**src/rtl/core_wake_pkg.sv**
```systemverilog
package core_wake_pkg;

  localparam logic [7:0] CTRL_OFS     = 8'h30;
  localparam logic [7:0] PWR_BASE     = 8'h34;
  localparam int         RST_BIT_BASE = 13;

  // per-core word request bits
  localparam logic [31:0] LOGIC_ON_REQ = 32'h0030_0000;
  localparam logic [31:0] LOGIC_OK_REQ = 32'h0003_0000;
  localparam logic [31:0] LOGIC_CLAMP  = 32'h0000_8000;
  localparam logic [31:0] MEM_PD_FIELD = 32'h0000_0F00;
  localparam logic [31:0] MEM_ON_REQ   = 32'h0000_0002;
  localparam logic [31:0] MEM_OK_REQ   = 32'h0000_0001;
  localparam logic [31:0] MEM_CLAMP    = 32'h0000_0004;

  typedef enum logic [1:0] {
    ST_OK      = 2'd0,
    ST_BUS_ERR = 2'd1,
    ST_TIMEOUT = 2'd2
  } wakeStatus_e;

  typedef enum logic [1:0] {K_READ, K_WRITE, K_POLL} stepKind_e;

  typedef enum logic [3:0] {
    P_CTRL_RD, P_PWR_RD,
    P_LOGIC_ON_WR, P_LOGIC_ON_POLL,
    P_LOGIC_OK_WR, P_LOGIC_OK_POLL,
    P_CLAMP_WR, P_MEMPD_WR,
    P_MEM_ON_WR, P_MEM_ON_POLL,
    P_MEM_OK_WR, P_MEM_OK_POLL,
    P_MEMCLAMP_WR, P_RELEASE_WR
  } step_e;

  typedef struct packed {
    logic capture;   // latch core index at start
    logic saveCtrl;  // keep global word from response
    logic saveWord;  // keep per-core word from response
    logic commitWr;  // accepted write updates working word
    logic clrPoll;
    logic incPoll;
  } dpCtrl_t;

  function automatic stepKind_e kindOf(step_e s);
    case (s)
      P_CTRL_RD, P_PWR_RD:                                          return K_READ;
      P_LOGIC_ON_POLL, P_LOGIC_OK_POLL, P_MEM_ON_POLL, P_MEM_OK_POLL: return K_POLL;
      default:                                                      return K_WRITE;
    endcase
  endfunction

endpackage

```
**src/rtl/core_wake_dp.sv**
```systemverilog
module core_wake_dp
  import core_wake_pkg::*;
#(
  parameter int CORE_IDX_W = 2,
  parameter int TO_W       = 16
) (
  input  logic                  clk,
  input  logic                  rst_n,
  input  dpCtrl_t               strobe,
  input  step_e                 step,
  input  logic [CORE_IDX_W-1:0] coreIdxIn,
  input  logic [TO_W-1:0]       pollLimit,
  input  logic [31:0]           rspData,
  output logic [7:0]            reqAddr,
  output logic [31:0]           reqWdata,
  output logic                  pollOk,
  output logic                  alreadyOn,
  output logic                  pollLast,
  output logic                  idxWarn
);

  localparam int CNT_W = TO_W + 1;

  logic [CORE_IDX_W-1:0] idxQ;
  logic [31:0]           ctrlQ;
  logic [31:0]           wordQ;
  logic [TO_W-1:0]       pollCnt;
  logic                  warnQ;
  logic [31:0]           relMask;
  logic [7:0]            pwrAddr;
  logic [CNT_W-1:0]      nextCnt;

  assign relMask = 32'd1 << (RST_BIT_BASE + int'(idxQ));
  assign pwrAddr = PWR_BASE + (8'(idxQ) << 2);

  always_comb begin
    reqAddr = (step == P_CTRL_RD || step == P_RELEASE_WR) ? CTRL_OFS : pwrAddr;
  end

  always_comb begin
    case (step)
      P_LOGIC_ON_WR: reqWdata = wordQ | LOGIC_ON_REQ;
      P_LOGIC_OK_WR: reqWdata = wordQ | LOGIC_OK_REQ;
      P_CLAMP_WR:    reqWdata = wordQ & ~LOGIC_CLAMP;
      P_MEMPD_WR:    reqWdata = wordQ & ~MEM_PD_FIELD;
      P_MEM_ON_WR:   reqWdata = wordQ | MEM_ON_REQ;
      P_MEM_OK_WR:   reqWdata = wordQ | MEM_OK_REQ;
      P_MEMCLAMP_WR: reqWdata = wordQ & ~MEM_CLAMP;
      P_RELEASE_WR:  reqWdata = ctrlQ | relMask;
      default:       reqWdata = wordQ;
    endcase
  end

  always_comb begin
    case (step)
      P_LOGIC_ON_POLL: pollOk = (rspData[29:28] == 2'b11);
      P_LOGIC_OK_POLL: pollOk = (rspData[25:24] == 2'b11);
      P_MEM_ON_POLL:   pollOk = rspData[5];
      P_MEM_OK_POLL:   pollOk = rspData[4];
      default:         pollOk = 1'b0;
    endcase
  end

  assign alreadyOn = |(rspData & relMask);
  assign nextCnt   = CNT_W'(pollCnt) + CNT_W'(1);
  assign pollLast  = (nextCnt >= CNT_W'(pollLimit));
  assign idxWarn   = warnQ;

  always_ff @(posedge clk or negedge rst_n) begin
    if (!rst_n) begin
      idxQ    <= '0;
      ctrlQ   <= '0;
      wordQ   <= '0;
      pollCnt <= '0;
      warnQ   <= 1'b0;
    end else begin
      if (strobe.capture) begin
        idxQ  <= coreIdxIn;
        warnQ <= (coreIdxIn > CORE_IDX_W'(1));
      end
      if (strobe.saveCtrl) ctrlQ <= rspData;
      if (strobe.saveWord) wordQ <= rspData;
      else if (strobe.commitWr && step != P_RELEASE_WR) wordQ <= reqWdata;
      if (strobe.clrPoll)      pollCnt <= '0;
      else if (strobe.incPoll) pollCnt <= pollCnt + TO_W'(1);
    end
  end

endmodule

```
**src/rtl/core_wake_ctrl.sv**
```systemverilog
module core_wake_ctrl
  import core_wake_pkg::*;
(
  input  logic        clk,
  input  logic        rst_n,
  input  logic        start,
  input  logic        lockGrant,
  input  logic        busReqReady,
  input  logic        busRspValid,
  input  logic        busRspErr,
  input  logic        pollOk,
  input  logic        alreadyOn,
  input  logic        pollLast,
  output dpCtrl_t     strobe,
  output step_e       step,
  output logic        busReqValid,
  output logic        busWrite,
  output logic        lockReq,
  output logic        busy,
  output logic        done,
  output wakeStatus_e status
);

  typedef enum logic [2:0] {S_IDLE, S_LOCK, S_ISSUE, S_WAIT, S_DONE} state_e;

  state_e      stateQ, stateD;
  step_e       stepQ, stepD;
  wakeStatus_e statusQ, statusD;
  stepKind_e   kind;

  assign kind = kindOf(stepQ);

  always_comb begin
    stateD  = stateQ;
    stepD   = stepQ;
    statusD = statusQ;
    strobe  = '0;
    case (stateQ)
      S_IDLE: if (start) begin
        strobe.capture = 1'b1;
        stepD          = P_CTRL_RD;
        statusD        = ST_OK;
        stateD         = S_LOCK;
      end
      S_LOCK: if (lockGrant) begin
        strobe.clrPoll = 1'b1;
        stateD         = S_ISSUE;
      end
      S_ISSUE: if (busReqReady) begin
        strobe.commitWr = (kind == K_WRITE);
        stateD          = S_WAIT;
      end
      S_WAIT: if (busRspValid) begin
        if (busRspErr) begin
          statusD = ST_BUS_ERR;
          stateD  = S_DONE;
        end else begin
          case (kind)
            K_READ: begin
              strobe.saveCtrl = (stepQ == P_CTRL_RD);
              strobe.saveWord = (stepQ == P_PWR_RD);
              if (stepQ == P_CTRL_RD && alreadyOn) begin
                stateD = S_DONE;
              end else begin
                stepD  = step_e'(stepQ + 4'd1);
                stateD = S_ISSUE;
              end
            end
            K_WRITE: begin
              if (stepQ == P_RELEASE_WR) begin
                stateD = S_DONE;
              end else begin
                stepD          = step_e'(stepQ + 4'd1);
                strobe.clrPoll = 1'b1;
                stateD         = S_ISSUE;
              end
            end
            default: begin
              strobe.saveWord = 1'b1;
              if (pollOk) begin
                stepD          = step_e'(stepQ + 4'd1);
                strobe.clrPoll = 1'b1;
                stateD         = S_ISSUE;
              end else if (pollLast) begin
                statusD = ST_TIMEOUT;
                stateD  = S_DONE;
              end else begin
                strobe.incPoll = 1'b1;
                stateD         = S_ISSUE;
              end
            end
          endcase
        end
      end
      default: stateD = S_IDLE;
    endcase
  end

  always_ff @(posedge clk or negedge rst_n) begin
    if (!rst_n) begin
      stateQ  <= S_IDLE;
      stepQ   <= P_CTRL_RD;
      statusQ <= ST_OK;
    end else begin
      stateQ  <= stateD;
      stepQ   <= stepD;
      statusQ <= statusD;
    end
  end

  assign step        = stepQ;
  assign status      = statusQ;
  assign busReqValid = (stateQ == S_ISSUE);
  assign busWrite    = (stateQ == S_ISSUE) && (kind == K_WRITE);
  assign lockReq     = (stateQ == S_LOCK) || (stateQ == S_ISSUE) || (stateQ == S_WAIT);
  assign busy        = (stateQ != S_IDLE);
  assign done        = (stateQ == S_DONE);

endmodule

```
**src/rtl/core_wake_seq.sv**
```systemverilog
module core_wake_seq
  import core_wake_pkg::*;
#(
  parameter int CORE_IDX_W = 2,
  parameter int TO_W       = 16
) (
  input  logic                  clk,
  input  logic                  rst_n,
  input  logic                  start,
  input  logic [CORE_IDX_W-1:0] coreIdx,
  input  logic [TO_W-1:0]       pollLimit,
  input  logic                  lockGrant,
  output logic                  lockReq,
  output logic                  busy,
  output logic                  done,
  output logic [1:0]            status,
  output logic                  idxWarn,
  output logic                  busReqValid,
  input  logic                  busReqReady,
  output logic                  busWrite,
  output logic [7:0]            busAddr,
  output logic [31:0]           busWdata,
  input  logic                  busRspValid,
  input  logic [31:0]           busRspData,
  input  logic                  busRspErr
);

  dpCtrl_t     strobe;
  step_e       step;
  wakeStatus_e statusE;
  logic        pollOk, alreadyOn, pollLast;

  core_wake_ctrl ctrlI (
    .clk         (clk),
    .rst_n       (rst_n),
    .start       (start),
    .lockGrant   (lockGrant),
    .busReqReady (busReqReady),
    .busRspValid (busRspValid),
    .busRspErr   (busRspErr),
    .pollOk      (pollOk),
    .alreadyOn   (alreadyOn),
    .pollLast    (pollLast),
    .strobe      (strobe),
    .step        (step),
    .busReqValid (busReqValid),
    .busWrite    (busWrite),
    .lockReq     (lockReq),
    .busy        (busy),
    .done        (done),
    .status      (statusE)
  );

  core_wake_dp #(.CORE_IDX_W(CORE_IDX_W), .TO_W(TO_W)) dpI (
    .clk       (clk),
    .rst_n     (rst_n),
    .strobe    (strobe),
    .step      (step),
    .coreIdxIn (coreIdx),
    .pollLimit (pollLimit),
    .rspData   (busRspData),
    .reqAddr   (busAddr),
    .reqWdata  (busWdata),
    .pollOk    (pollOk),
    .alreadyOn (alreadyOn),
    .pollLast  (pollLast),
    .idxWarn   (idxWarn)
  );

  assign status = statusE;

endmodule

```
**config.mk**
```make
export PLATFORM = sky130hd
export DESIGN_NAME = core_wake_seq
export DESIGN_NICKNAME = d
export VERILOG_FILES = /design/src/rtl/core_wake_pkg.sv /design/src/rtl/core_wake_dp.sv /design/src/rtl/core_wake_ctrl.sv /design/src/rtl/core_wake_seq.sv
export SDC_FILE = /design/constraint.sdc
export NUM_CORES = 1
export LEC_CHECK = 0
export ABC_AREA = 1
export CAP_MARGIN = 20
export CORE_UTILIZATION = 40
export DETAILED_ROUTE_END_ITERATION = 8
export GPL_TIMING_DRIVEN = 0
export SYNTH_ARGS = -nofsm -noshare
export SYNTH_HDL_FRONTEND = slang
export SYNTH_SLANG_ARGS = --single-unit
```
**constraint.sdc**
```tcl
create_clock -name clk -period 3.1 [get_ports clk]
set_input_delay 0.62 -clock clk [delete_from_list [all_inputs] [get_ports clk]]
set_output_delay 0.62 -clock clk [all_outputs]
set_load 0.02 [all_outputs]
```
## After elaboration in Yosys (flattened, before gate mapping)

Cells that the tools add are included.

| word-level totals | value |
|---|---|
| register bits after elaboration | 92 |
| output and inout bits | 48 |
| word-level logic and storage cells | 124 |
| input bits | 57 |

| cells by class | value |
|---|---|
| reductions and logical operators | 20 |
| add/subtract/negate cells | 5 |
| mux-type cells | 54 |
| shift operators | 1 |
| order comparisons | 2 |
| equality and inequality tests | 32 |
| bitwise gates (word level) | 2 |

Operator list:

| kind | count |
|---|---|
| 32-bit one-hot mux with 8 select lines | 1 |
| 32-bit 2-to-1 mux | 2 |
| 32-bit bitwise AND | 1 |
| 16-bit 2-to-1 mux | 2 |
| 32-bit bitwise OR | 1 |
| 32-bit OR reduction | 1 |
| 1-bit by 32-bit left shift with 32-bit output (first input constant) | 1 |
| 3-bit 2-to-1 mux | 9 |
| 4-bit equality test (second input constant) | 6 |
| 4-bit 2-to-1 mux | 6 |
| 2-bit 2-to-1 mux | 11 |
| 16-bit by 1-bit adder with 17-bit output (second input constant) | 1 |
| 17-bit by 16-bit greater-or-equal comparator with 1-bit output | 1 |
| 16-bit by 1-bit adder with 16-bit output (second input constant) | 1 |
| 4-bit by 3-bit equality test with 1-bit output (second input constant) | 4 |
| 4-bit one-hot mux with 2 select lines | 2 |
| 1-bit 2-to-1 mux | 12 |
| 3-bit inequality test (second input constant) | 4 |
| 3-bit one-hot mux with 4 select lines | 1 |
| 4-bit by 2-bit equality test with 1-bit output (second input constant) | 2 |
| 8-bit 2-to-1 mux | 1 |
| 2-bit inequality test (second input constant) | 4 |
| 2-bit one-hot mux with 2 select lines | 2 |
| 6-bit by 4-bit adder with 7-bit output (first input constant) | 1 |
| other kinds (28) | 39 |

## Longest topological paths before layout

| depth | value |
|---|---|
| word-level depth | 11 |
| depth in mapped cells | 20 |

## Hierarchy

A second synthesis with hierarchy kept.

| second synthesis, totals | value |
|---|---|
| cell total of the unflattened synthesis | 802 |
| area, all modules | 5834.3 um^2 |

Modules (own cells, without submodules):

| module | cells each | area an instance (um^2) | instances |
|---|---|---|---|
| core_wake_dp | 679 | 5053.6 | 1 |
| core_wake_ctrl | 123 | 780.7 | 1 |

## Worst setup path before layout

OpenSTA, ideal clock, no wires.

| timing path | value |
|---|---|
| path type | reg-to-reg |
| start point | register dpI.pollCnt[0] |
| end point | register dpI.pollCnt[9] |
| clock period less this slack | 2.769 ns |
| data required time | 2.982 ns |
| stages on the path, launching flop included | 21 |
| path slack | 0.331 ns |
| setup time | 0.118 ns |
| arrival | 2.652 ns |
| cells stage by stage | dfrtp_1 > ha_1 > nand3_1 > nor2_1 > nand3_1 > nor2_2 > nand3_1 > xor2_1 > inv_1 > ha_1 > nand2_1 > nand2_1 > a21oi_1 > o21ai_0 > nor2_1 > nand3_1 > inv_2 > nand2_4 > buf_6 > nand3_1 > nand2_1 |

| on the way | value |
|---|---|
| cells in the longest elaborated chain, start to end | 9 |

RTL lines:

| element | line | text |
|---|---|---|
| start: declaration | core_wake_dp.sv:27 | `logic [TO_W-1:0] pollCnt;` |
| start signal: assignment | core_wake_dp.sv:85 | `else if (strobe.incPoll) pollCnt <= pollCnt + TO_W'(1);` |
| 16-bit by 1-bit adder with 17-bit output | core_wake_dp.sv:65 | `assign nextCnt = CNT_W'(pollCnt) + CNT_W'(1);` |
| 17-bit by 16-bit greater-or-equal comparator with 1-bit output | core_wake_dp.sv:66 | `assign pollLast = (nextCnt >= CNT_W'(pollLimit));` |
| 1-bit 2-to-1 mux | core_wake_ctrl.sv:84 | `end else if (pollLast) begin` |
| 1-bit 2-to-1 mux | core_wake_ctrl.sv:80 | `if (pollOk) begin` |
| 1-bit 2-to-1 mux | core_wake_ctrl.sv:58 | `case (kind)` |
| 2-bit 2-to-1 mux | core_wake_ctrl.sv:54 | `if (busRspErr) begin` |
| 2-bit 2-to-1 mux | core_wake_ctrl.sv:53 | `S_WAIT: if (busRspValid) begin` |
| 1-bit 2-to-1 mux | core_wake_ctrl.sv:38 | `case (stateQ)` |
| 2-bit nonzero test (no line) | - |  |

Parallel ways exist; a longest one is shown, timed or not. The select of a mux whose other input is x is not followed.
A chain may end at the register's enable or synchronous reset.

## Worst setup path in the final report

| timing path | value |
|---|---|
| start point | register ctrlI.stepQ[1], in the netlist ctrlI.step[1] |
| end point | output busWdata[20] |

| on the way | value |
|---|---|
| cells in the longest elaborated chain, start to end | 2 |

RTL lines:

| element | line | text |
|---|---|---|
| start: declaration | core_wake_ctrl.sv:27 | `step_e stepQ, stepD;` |
| start signal: assignment | core_wake_ctrl.sv:106 | `stepQ <= stepD;` |
| 4-bit equality test (tied with other cells) | core_wake_dp.sv:41 | `case (step)` |
| 32-bit one-hot mux with 8 select lines * | core_wake_dp.sv:41 |  |
| end: declaration | core_wake_seq.sv:22 | `output logic [31:0] busWdata,` |

Mark *: on every way between the ends. The rest lies on a longest branch, timed or not.

==> summary by stage <==
Finish
Counting the fill cells in the layout gives 1346. The post-route core utilization is 53.8%. The number of diodes is 0. The area growth from synthesis to layout is 30.1%. The post-route non-filler standard cell count is 1059. The ratio of cells with drive above 1 in the final layout is 12.5%. The library cells used most frequently in the layout, excluding fill and tap cells, are nand2_1 (230), dfrtp_1 (91), inv_1 (81), nand3_1 (76), clkdlybuf4s50_1 (67).

After the last flow step, the layout net total stands at 961. The most common cell after layout, fill and taps aside is nand2_1. The final instance area is 7550 µm².

Clock tree
The sink count of the clock tree is 92. Buffers inserted during clock tree synthesis total 9. The clock latency reported for the late side of the worst-skew pair is 0.35 ns. The cell sitting at the root of the clock tree is a clkbuf_16. The clock-pin slew on the worst setup and hold paths is 0.07 ns. In this run the deepest clock path goes through 2 buffers. In this run the number of H-tree levels came out at 3. The CTS tree is done.

Floorplan
The floorplan die area is around 15000 µm². The initialized floorplan defines 43 standard-cell rows. The core box area is ~14000 µm².

The number of primary I/O pins is around 110. The die is 122 µm wide. The initial cell density of the core is 41.3%. The height of the die is 122 µm.

Global route
The initial antenna violation count is 0. The via count of the first global-routing pass was 5156. The total routing resource utilization after global routing is 23.2%. The first global-routing pass estimated approximately 26000 µm of wire.

The pin count of the biggest net entering global routing is 48. Global routing finished with a remaining overflow of 0.

Yosys
The number of different library cells used by synthesis comes to 43. In this run, synthesis inferred 0 flip-flops with an integrated enable. The mapped netlist covers 5800 µm². The library cell with the largest summed area after synthesis is dfrtp_1. Synthesis produced around 750 cells. The synthesis warning total is 0. The synthesized design contains 92 register bits. The area share of the largest cell type after synthesis is 39.7%. Each instance of the synthesized netlist takes up on average 7.77 µm².

The share of synthesized registers carrying an async set or reset is 100%. After synthesis, the cell types taking the most area are dfrtp_1 (40%), nand2_1 (15%), nand3_1 (6.9%). The main flop type after synthesis is dfrtp_1. The sequential element share of the synthesized area is 39.7%.

Route
For this run, design rule violations remaining after detail routing come to 0. The mean number of vias per cell is slightly above 5. The antenna violation net count after detailed routing is 0. After detailed routing, the average wire length per cell comes to around 16 µm. The total wire length after detailed routing is 16700 µm. The pre-antenna-repair detailed-routing pass consisted of 5 iterations. The violation count after the first detailed-route iteration is 354.

The number of vias in the routed layout is between 5000 and 6000.

Timing
The tightest hold path in the finished design has a slack of 0.287 ns. The fraction of the cycle the final worst path needs is 97.1%. Setup repair after global routing could not meet its margin everywhere.

The minimum period implied by the final worst setup slack is 3.01 ns. The achievable frequency is approximately 0.33 GHz. The worst-case clock skew is roughly 0.0074 ns. The headroom to the max-slew limit is 53.8%.

The slew at the pin closest to its max-slew limit is 0.693 ns. The number of hold violations in the final report was 0. The count of pins over their slew limit was 0.

The count of endpoints failing setup in the final report is 0.

Placement
The HPWL after detailed placement is between 10000 and 15000 µm. The count of buffers added on input and output ports is 101. The placed instances occupy a cell area of around 7000 µm². The routability-driven placement congestion ratio is 0.893.

Once placement completed, the tool counted placed cells totaling 1031.

Flow run
The max capacitance violation total is 0.

Pwr
Power spread over the standard cell area amounts to around 680 nW/µm². The analysis attributes to cell leakage a power of 0.00395 µW. Across the VDD grid, the largest voltage drop is 0.487 mV. The total power consumption of the routed design is approximately 5100 µW.

Critical path
Data on the critical path arrives at its endpoint at between 2 and 2.5 ns. The critical path is of the reg -> out type. The maximum fanout along the worst path is 10. The kind of end point of the critical path is an output port. STA puts the critical path data required time at 2.48 ns.

The startpoint type of the worst setup path is a flop.

Run status
The run finished with clean final reports.

Hold path
The worst hold path belongs to the class in -> async.
[final cells by class]
| class | instances | area (µm²) | share of cell area, % |
|---|---|---|---|
| timing repair buffer | 115 | 1100 | 14.6 |
| clock buffer | 12 | 256 | 3.40 |
| tap | 180 | 225 | 2.98 |
| buffer | 25 | 189 | 2.50 |
| multi-input combinational | 541 | 3080 | 40.8 |
| clock inverter | 3 | 46.3 | 0.613 |
| sequential | 92 | 2300 | 30.5 |
| inverter | 91 | 350 | 4.64 |
[logic make-up (layout without fill, tap and decap cells)]
logic type	Yosys count	in the layout	share of synthesized area (%)
multiplexers	22	22	4.27
XOR/XNOR	15	15	2.26
other	1	3	0.0646
AND/OR/NAND/NOR	399	399	30.7
buffers and inverters	116	246	8.86
adder cells (fa/ha/maj)	29	29	6.25
AO/OA/AOI/OAI	73	73	7.89
flip-flops	92	92	39.7
[per-layer routing]
layer	wire length, µm	up-vias	global-route usage [%]
met1	7860	2554	31.9
met4	306	0	7.32
met2	7770	174	36.8
met5	0	-	0
li1	-	2653	-
met3	773	21	4.41
[report_power, final]
| part | switching (µW) | total, µW | internal (µW) |
|---|---|---|---|
| clock | 471 | 1140 | 666 |
| combinational | 1270 | 2150 | 883 |
| sequential | 241 | 1850 | 1610 |
| total | 1980 | 5130 | 3160 |
[worst max-delay path, stage by stage (launching register included)]
cell	delay (ns)
dfrtp_1	0.40
inv_1	0.08
ha_1	0.23
nand2_2	0.13
o21ai_0	0.12
nor2_1	0.18
nand3_2	0.17
buf_4	0.23
nand2_1	0.07
nand3_1	0.09
dlygate4sd2_1	0.34
[cell usage after synthesis (4+ instances only)]
| cell type | n |
|---|---|
| nand2_1 | 233 |
| dfrtp_1 | 92 |
| inv_1 | 82 |
| nand3_1 | 80 |
| nor2_1 | 51 |
| ha_1 | 29 |
| o21ai_0 | 29 |
| a22o_1 | 13 |
| a21oi_1 | 12 |
| mux2_2 | 12 |
| xor2_1 | 11 |
| mux2_1 | 10 |
| buf_2 | 7 |
| buf_4 | 7 |
| nand4_1 | 7 |
| o22ai_1 | 7 |
| inv_2 | 6 |
| buf_6 | 5 |
| nor3_1 | 5 |
| o211ai_1 | 5 |
| nand2_4 | 4 |
| nor2_2 | 4 |
| xnor2_1 | 4 |
[repair_timing]
item / CTS / global route
pin swaps: 2 / 5
hold buffers: 0 / 0
gates resized for setup: 49 / 31
setup buffers: 6 / 7
setup endpoints to repair: 54 / 50
[per-stage QoR]
step | setup slack (ns) | TNS [ns]
floorplan | 0.331 | 0
finish | 0.0901 | 0
global route | -0.0109 | -0.0451
detailed placement | -0.344 | -7.34
CTS | -0.0871 | -0.0871
global placement | -2.16 | -204.30
[worst paths after layout]
kind                                      from         endpoint  slack, ns  depth (start not counted)
max in group asynchronous                rst_n  ctrlI.stateQ[0]       2.14                          2
worst min-delay path                     rst_n    dpI.ctrlQ[10]       0.29                          1
min in group clk                 dpI.wordQ[17]    dpI.wordQ[17]       0.48                          2
worst max register to register  dpI.pollCnt[0]  dpI.pollCnt[15]       0.24                         20
worst max-delay path             ctrlI.step[1]     busWdata[20]       0.09                         10
worst min register to register   dpI.wordQ[17]    dpI.wordQ[17]       0.48                          2
[registers in the layout, summed over array words and instances (netlist names)]
signal,flops
dpI.idxWarn,1
ctrlI.stateQ,3
ctrlI.status,2
dpI.idxQ,2
dpI.wordQ,32
ctrlI.step,4
dpI.ctrlQ,32
dpI.pollCnt,16
Note: power is estimated with default switching activity, not from simulation.
